File: src/rtl/pdn_pkg.sv
// Shared constants for the modem power-down status word.
// Assumes the word is 16 bits: power-down requests in the upper byte,
// readiness flags in the lower byte, one bit per subsystem slot.
package pdn_pkg;
    localparam int WORD_W  = 16;
    localparam int SLOT_N  = 8;   // subsystem slots in each byte
    localparam int LIVE_N  = 4;   // slots backed by real subsystems
    localparam int MST_W   = 4;   // master power bits held here
    localparam int PD_LSB  = 8;   // first power-down bit of the word

    // Slot numbers of the live subsystems
    localparam int SLOT_GPIO  = 0;
    localparam int SLOT_VREF  = 1;
    localparam int SLOT_L1ADC = 2;
    localparam int SLOT_L1DAC = 3;

    // Master bit viewed by a slot; -1 means the slot has storage of its
    // own or no subsystem at all.
    function automatic int alias_src(input int slot);
        case (slot)
            SLOT_VREF:  return 3;
            SLOT_L1ADC: return 0;
            SLOT_L1DAC: return 1;
            default:    return -1;
        endcase
    endfunction
endpackage

File: src/rtl/pdn_wr_decode.sv
// Write decoder: matches the address and turns aliased power-down bits
// written as 0 into clear requests on the master bits they view.
// Assumes a single-cycle write strobe; bits written as 1 make no request.
module pdn_wr_decode
    import pdn_pkg::*;
#(
    parameter int          ADDR_W   = 7,
    parameter logic [ADDR_W-1:0] REG_ADDR = 7'h3E
) (
    input  logic [ADDR_W-1:0] bus_addr,
    input  logic              bus_we,
    input  logic [SLOT_N-1:0] pd_wbits,   // write data bits 15:8
    output logic              addr_hit,
    output logic              wr_hit,
    output logic [MST_W-1:0]  mst_clr
);
    logic [SLOT_N-1:0] slot_clr;

    // Address compare and qualified write strobe
    always_comb begin
        addr_hit = (bus_addr == REG_ADDR);
        wr_hit   = bus_we && addr_hit;
    end

    // One clear request per slot that views a master bit
    for (genvar s = 0; s < SLOT_N; s++) begin : g_slot
        if (alias_src(s) >= 0) begin : g_alias
            assign slot_clr[s] = wr_hit && !pd_wbits[s];
        end else begin : g_plain
            assign slot_clr[s] = 1'b0;
        end
    end

    // Gather slot requests onto the master bit positions they view
    always_comb begin
        mst_clr = '0;
        for (int s = 0; s < SLOT_N; s++) begin
            if (alias_src(s) >= 0 && slot_clr[s]) begin
                mst_clr[alias_src(s)] = 1'b1;
            end
        end
    end
endmodule

File: src/rtl/pdn_master_bits.sv
// Master power-down bits: loaded by the master register's write path and
// cleared bit by bit by writes to the aliased view.
// Assumes a clear request in the same cycle as a load wins for its bit.
module pdn_master_bits
    import pdn_pkg::*;
#(
    parameter logic [MST_W-1:0] RST_VAL = '0
) (
    input  logic             clk,
    input  logic             rst_n,
    input  logic             upd_we,
    input  logic [MST_W-1:0] upd_val,
    input  logic [MST_W-1:0] clr_req,
    output logic [MST_W-1:0] pd_q
);
    logic [MST_W-1:0] pd_d;

    // Next state: load first, then the aliased clears override
    always_comb begin
        pd_d = upd_we ? upd_val : pd_q;
        pd_d = pd_d & ~clr_req;
    end

    // State register with synchronous reset
    always_ff @(posedge clk) begin
        if (!rst_n) pd_q <= RST_VAL;
        else        pd_q <= pd_d;
    end
endmodule

File: src/rtl/pdn_ready_gen.sv
// Builds the power-down view of the upper byte and the readiness flags
// of the lower byte. Slots without a subsystem read 0 in both bytes.
// Assumes the ready inputs are already synchronous to clk.
module pdn_ready_gen
    import pdn_pkg::*;
(
    input  logic              gpio_pd,
    input  logic [MST_W-1:0]  mst_pd,
    input  logic [LIVE_N-1:0] sub_rdy,
    output logic [SLOT_N-1:0] pd_view,
    output logic [SLOT_N-1:0] rdy_view
);
    for (genvar s = 0; s < SLOT_N; s++) begin : g_slot
        if (s == SLOT_GPIO) begin : g_own
            assign pd_view[s]  = gpio_pd;
            assign rdy_view[s] = sub_rdy[s] && !gpio_pd;
        end else if (alias_src(s) >= 0) begin : g_alias
            assign pd_view[s]  = mst_pd[alias_src(s)];
            assign rdy_view[s] = sub_rdy[s] && !mst_pd[alias_src(s)];
        end else begin : g_absent
            assign pd_view[s]  = 1'b0;
            assign rdy_view[s] = 1'b0;
        end
    end
endmodule

File: src/rtl/pdn_status_reg.sv
// Modem power-down and readiness register. The top holds the GPIO
// power-down bit and the read mux, decodes writes, holds the master power
// bits, and builds the read view from them.
// Assumes reads are combinational and a read at another address returns 0.
module pdn_status_reg
    import pdn_pkg::*;
#(
    parameter int                ADDR_W   = 7,
    parameter logic [ADDR_W-1:0] REG_ADDR = 7'h3E,
    parameter logic [MST_W-1:0]  MST_RST  = '0
) (
    input  logic              clk,
    input  logic              rst_n,
    input  logic [ADDR_W-1:0] bus_addr,
    input  logic              bus_we,
    input  logic [WORD_W-1:0] bus_wdata,
    output logic [WORD_W-1:0] bus_rdata,
    input  logic              mst_we,
    input  logic [MST_W-1:0]  mst_wdata,
    output logic [MST_W-1:0]  mst_pd,
    input  logic [LIVE_N-1:0] sub_rdy
);
    logic              addr_hit;
    logic              wr_hit;
    logic [MST_W-1:0]  mst_clr;
    logic              gpio_pd_q;
    logic [SLOT_N-1:0] pd_view;
    logic [SLOT_N-1:0] rdy_view;
    logic              unused_wdata;

    // Bits outside the live power-down slots are don't-care on writes
    assign unused_wdata = ^{bus_wdata[WORD_W-1:PD_LSB+LIVE_N],
                            bus_wdata[PD_LSB-1:0]};

    pdn_wr_decode #(
        .ADDR_W  (ADDR_W),
        .REG_ADDR(REG_ADDR)
    ) i_dec (
        .bus_addr(bus_addr),
        .bus_we  (bus_we),
        .pd_wbits({{(SLOT_N-LIVE_N){1'b1}},
                   bus_wdata[PD_LSB+LIVE_N-1:PD_LSB]}),
        .addr_hit(addr_hit),
        .wr_hit  (wr_hit),
        .mst_clr (mst_clr)
    );

    pdn_master_bits #(
        .RST_VAL(MST_RST)
    ) i_mst (
        .clk    (clk),
        .rst_n  (rst_n),
        .upd_we (mst_we),
        .upd_val(mst_wdata),
        .clr_req(mst_clr),
        .pd_q   (mst_pd)
    );

    // GPIO power-down bit: the only slot with storage in this word
    always_ff @(posedge clk) begin
        if (!rst_n)      gpio_pd_q <= 1'b0;
        else if (wr_hit) gpio_pd_q <= bus_wdata[PD_LSB+SLOT_GPIO];
    end

    pdn_ready_gen i_rdy (
        .gpio_pd (gpio_pd_q),
        .mst_pd  (mst_pd),
        .sub_rdy (sub_rdy),
        .pd_view (pd_view),
        .rdy_view(rdy_view)
    );

    // Read mux: the assembled word on an address match, else zero
    always_comb begin
        bus_rdata = addr_hit ? {pd_view, rdy_view} : '0;
    end
endmodule

File: config.mk
export PLATFORM = sky130hd
export DESIGN_NAME = pdn_status_reg
export DESIGN_NICKNAME = d
export VERILOG_FILES = /design/src/rtl/pdn_pkg.sv /design/src/rtl/pdn_wr_decode.sv /design/src/rtl/pdn_master_bits.sv /design/src/rtl/pdn_ready_gen.sv /design/src/rtl/pdn_status_reg.sv
export SDC_FILE = /design/constraint.sdc
export NUM_CORES = 1
export LEC_CHECK = 0
export ABC_AREA = 1
export CAP_MARGIN = 0
export CORE_UTILIZATION = 23
export CTS_BUF_LIST = sky130_fd_sc_hd__clkbuf_4 sky130_fd_sc_hd__clkbuf_8
export CTS_CLUSTER_SIZE = 25
export DETAILED_ROUTE_END_ITERATION = 8
export GPL_TIMING_DRIVEN = 1
export PLACE_DENSITY = 0.86
export SYNTH_ARGS = -nofsm -noshare
export SYNTH_HDL_FRONTEND = slang
export SYNTH_SLANG_ARGS = --single-unit
File: constraint.sdc
create_clock -name clk -period 1.4 [get_ports clk]
set_input_delay 0.42 -clock clk [delete_from_list [all_inputs] [get_ports clk]]
set_output_delay 0.42 -clock clk [all_outputs]
set_load 0.01 [all_outputs]
==> impl_metrics.yaml <==
outcome:
  status: "complete, but fails checks"
  violations: "negative setup slack"
timing:
  rsz0062_at_grt: "true"
  period_needed_ns: 1.50
  slew_viol_final: 0
  hold_violations: 0
  setup_violations: 8
  fmax_mhz: 669
  worst_slack_ns: -0.0952
  skew_ns: 0
  fin_hold_ws_ns: 0.541
  finalCritPeriodShare: 1.07
critical_path:
  cp.arrival_ns: 1.08
  crit_type: "input pin to output port"
  cp-end-kind: "output port"
  required_ns: 0.98
  start_kind: "input pin"
  crit_fanout: 8
run:
  cap_violations: 0
grt:
  overflow: 0
  met3_usage: 0.0216
  use_met1: 0.132
  met2_usage: 0.265
  grt_pass1_vias: 461
  grt.busiest_layer: "met2"
  grt_max_degree: 9
  grt_usage: 0.136
  grt_pass1_wl_um: 1830
  antenna_found_initial: 0
clocking:
  h-tree-depth: 1
  clk_path_buf_depth: 2
  root_buffer: "clkbuf_4"
  cts_tree: "done"
  numCtsBuffers: 3
  cts.reportedPaths.clkPinSlew_ns: 0.04
  insertion_delay_ns: 0.25
  clock-sinks: 5
pwr:
  finalPower_uw: 475
  leakagePower_uw: 0.000425
  ir_worst_vdd_uv: 340
  cellPowerDensity_nw_per_um2: 608
synthesis:
  syn_area_per_cell_um2: 5.85
  post_synth_num_cell_types: 11
  synth-seq-cells: 5
  yosys_warnings: 0
  synth_area_um2: 374
  synthCells: 64
  seq_area_frac_synth: 0.268
floorplanning:
  die_w_um: 42.3
  dieArea_um2: 1790
  io_pins: 55
  start_util: 0.248
  fp.dieH_um: 42.3
  rows: 14
  core_um2: 1510
place:
  io_buffers: 34
  dp_hpwl_um: 961
  dpl_cell_area_um2: 738
  routabilityCongestion: 0.659
layout:
  nNetsFinal: 144
  layout-drive-gt1-share: 0.380
  stdcell_area_um2: 781
  area_growth_pct: 109
  fin_util: 0.518
  final_cell_mix: "12 x nand2_1, 12 x buf_2, 11 x inv_1, 11 x clkdlybuf4s50_1, 8 x conb_1"
  antenna_cells: 0
hold_path:
  min_path_type: "flop to flop"
route:
  drt_wl_total_um: 1210
  route.detailed.drc: 0
  drtIter0Drc: 8
  vias: 513
  drtAntennaViolNets: 0
  firstDrtPassIters: 2
  wl_per_cell_um: 9.77
  viasPerCell: 4.14
[Yosys cell counts]
library cell,count,share of area
nor2_2,2,0.033
inv_1,12,0.12
nand4_1,1,0.017
nor2_1,11,0.11
nand2_1,16,0.16
o21ai_0,4,0.054
conb_1,1,0.010
dfxtp_1,5,0.27
nand3_2,1,0.027
buf_4,8,0.16
a21oi_1,3,0.040
[kinds of logic after synthesis]
family | synth area share
buffers and inverters | 0.281
AND/OR/NAND/NOR | 0.348
other | 0.0100
flip-flops | 0.268
AO/OA/AOI/OAI | 0.0936
[metrics by stage]
step	std cells	TNS [ns]	worst slack [ns]
floorplan	71	0	0.0176
global placement	118	-7.89	-0.923
detailed placement	118	-8.17	-0.960
CTS	124	-0.784	-0.130
global route	124	-1.01	-0.147
finish	124	-0.590	-0.0952
[worst max-delay path: stages]
cell	delay, ns
buf_2	0.08
nand2_2	0.06
nor2_4	0.14
nand2_4	0.12
nor2_2	0.11
buf_2	0.14
[layout make-up]
cell class	instances	area (um2)
clock buffers	4	30.0
well taps	16	20.0
multi-input cells	46	253
fillers	161	726
flip-flops and latches	5	100
repair buffers	41	330
inverters	12	47.5
[flip-flops by register name, summed over array words and instances (netlist names)]
| signal | count |
|---|---|
| i_mst.pd_q | 4 |
| gpio_pd_q | 1 |
[repair_timing]
item	4_1_cts	5_1_grt
buffers inserted	2	0
hold buffers	0	0
pin swaps	15	11
gates resized for setup	70	16
setup endpoints to repair	12	11
[where the power goes]
| group | switching [uW] | total [uW] | internal [uW] |
|---|---|---|---|
| logic | 58.9 | 131 | 71.9 |
| clock network | 63.6 | 191 | 127 |
| registers | 3.42 | 153 | 150 |
[final timing paths]
| kind | depth (start not counted) | slack, ns | from | to |
|---|---|---|---|---|
| max | 6 | -0.1 | bus_addr[4] | bus_rdata[10] |
| min | 2 | 0.54 | i_mst.pd_q[2] | i_mst.pd_q[2] |
| max reg2reg | 5 | 0.58 | i_mst.pd_q[1] | i_mst.pd_q[1] |
| min reg2reg | 2 | 0.54 | i_mst.pd_q[2] | i_mst.pd_q[2] |
[per-layer routing]
layer	part of all wire	vias to the layer above	wire (um)
li1	-	262	-
met1	0.34	223	406
met2	0.57	25	691
met3	0.069	3	83
met4	0.024	0	29
met5	0	-	0
(Power assumes the default switching activity.)
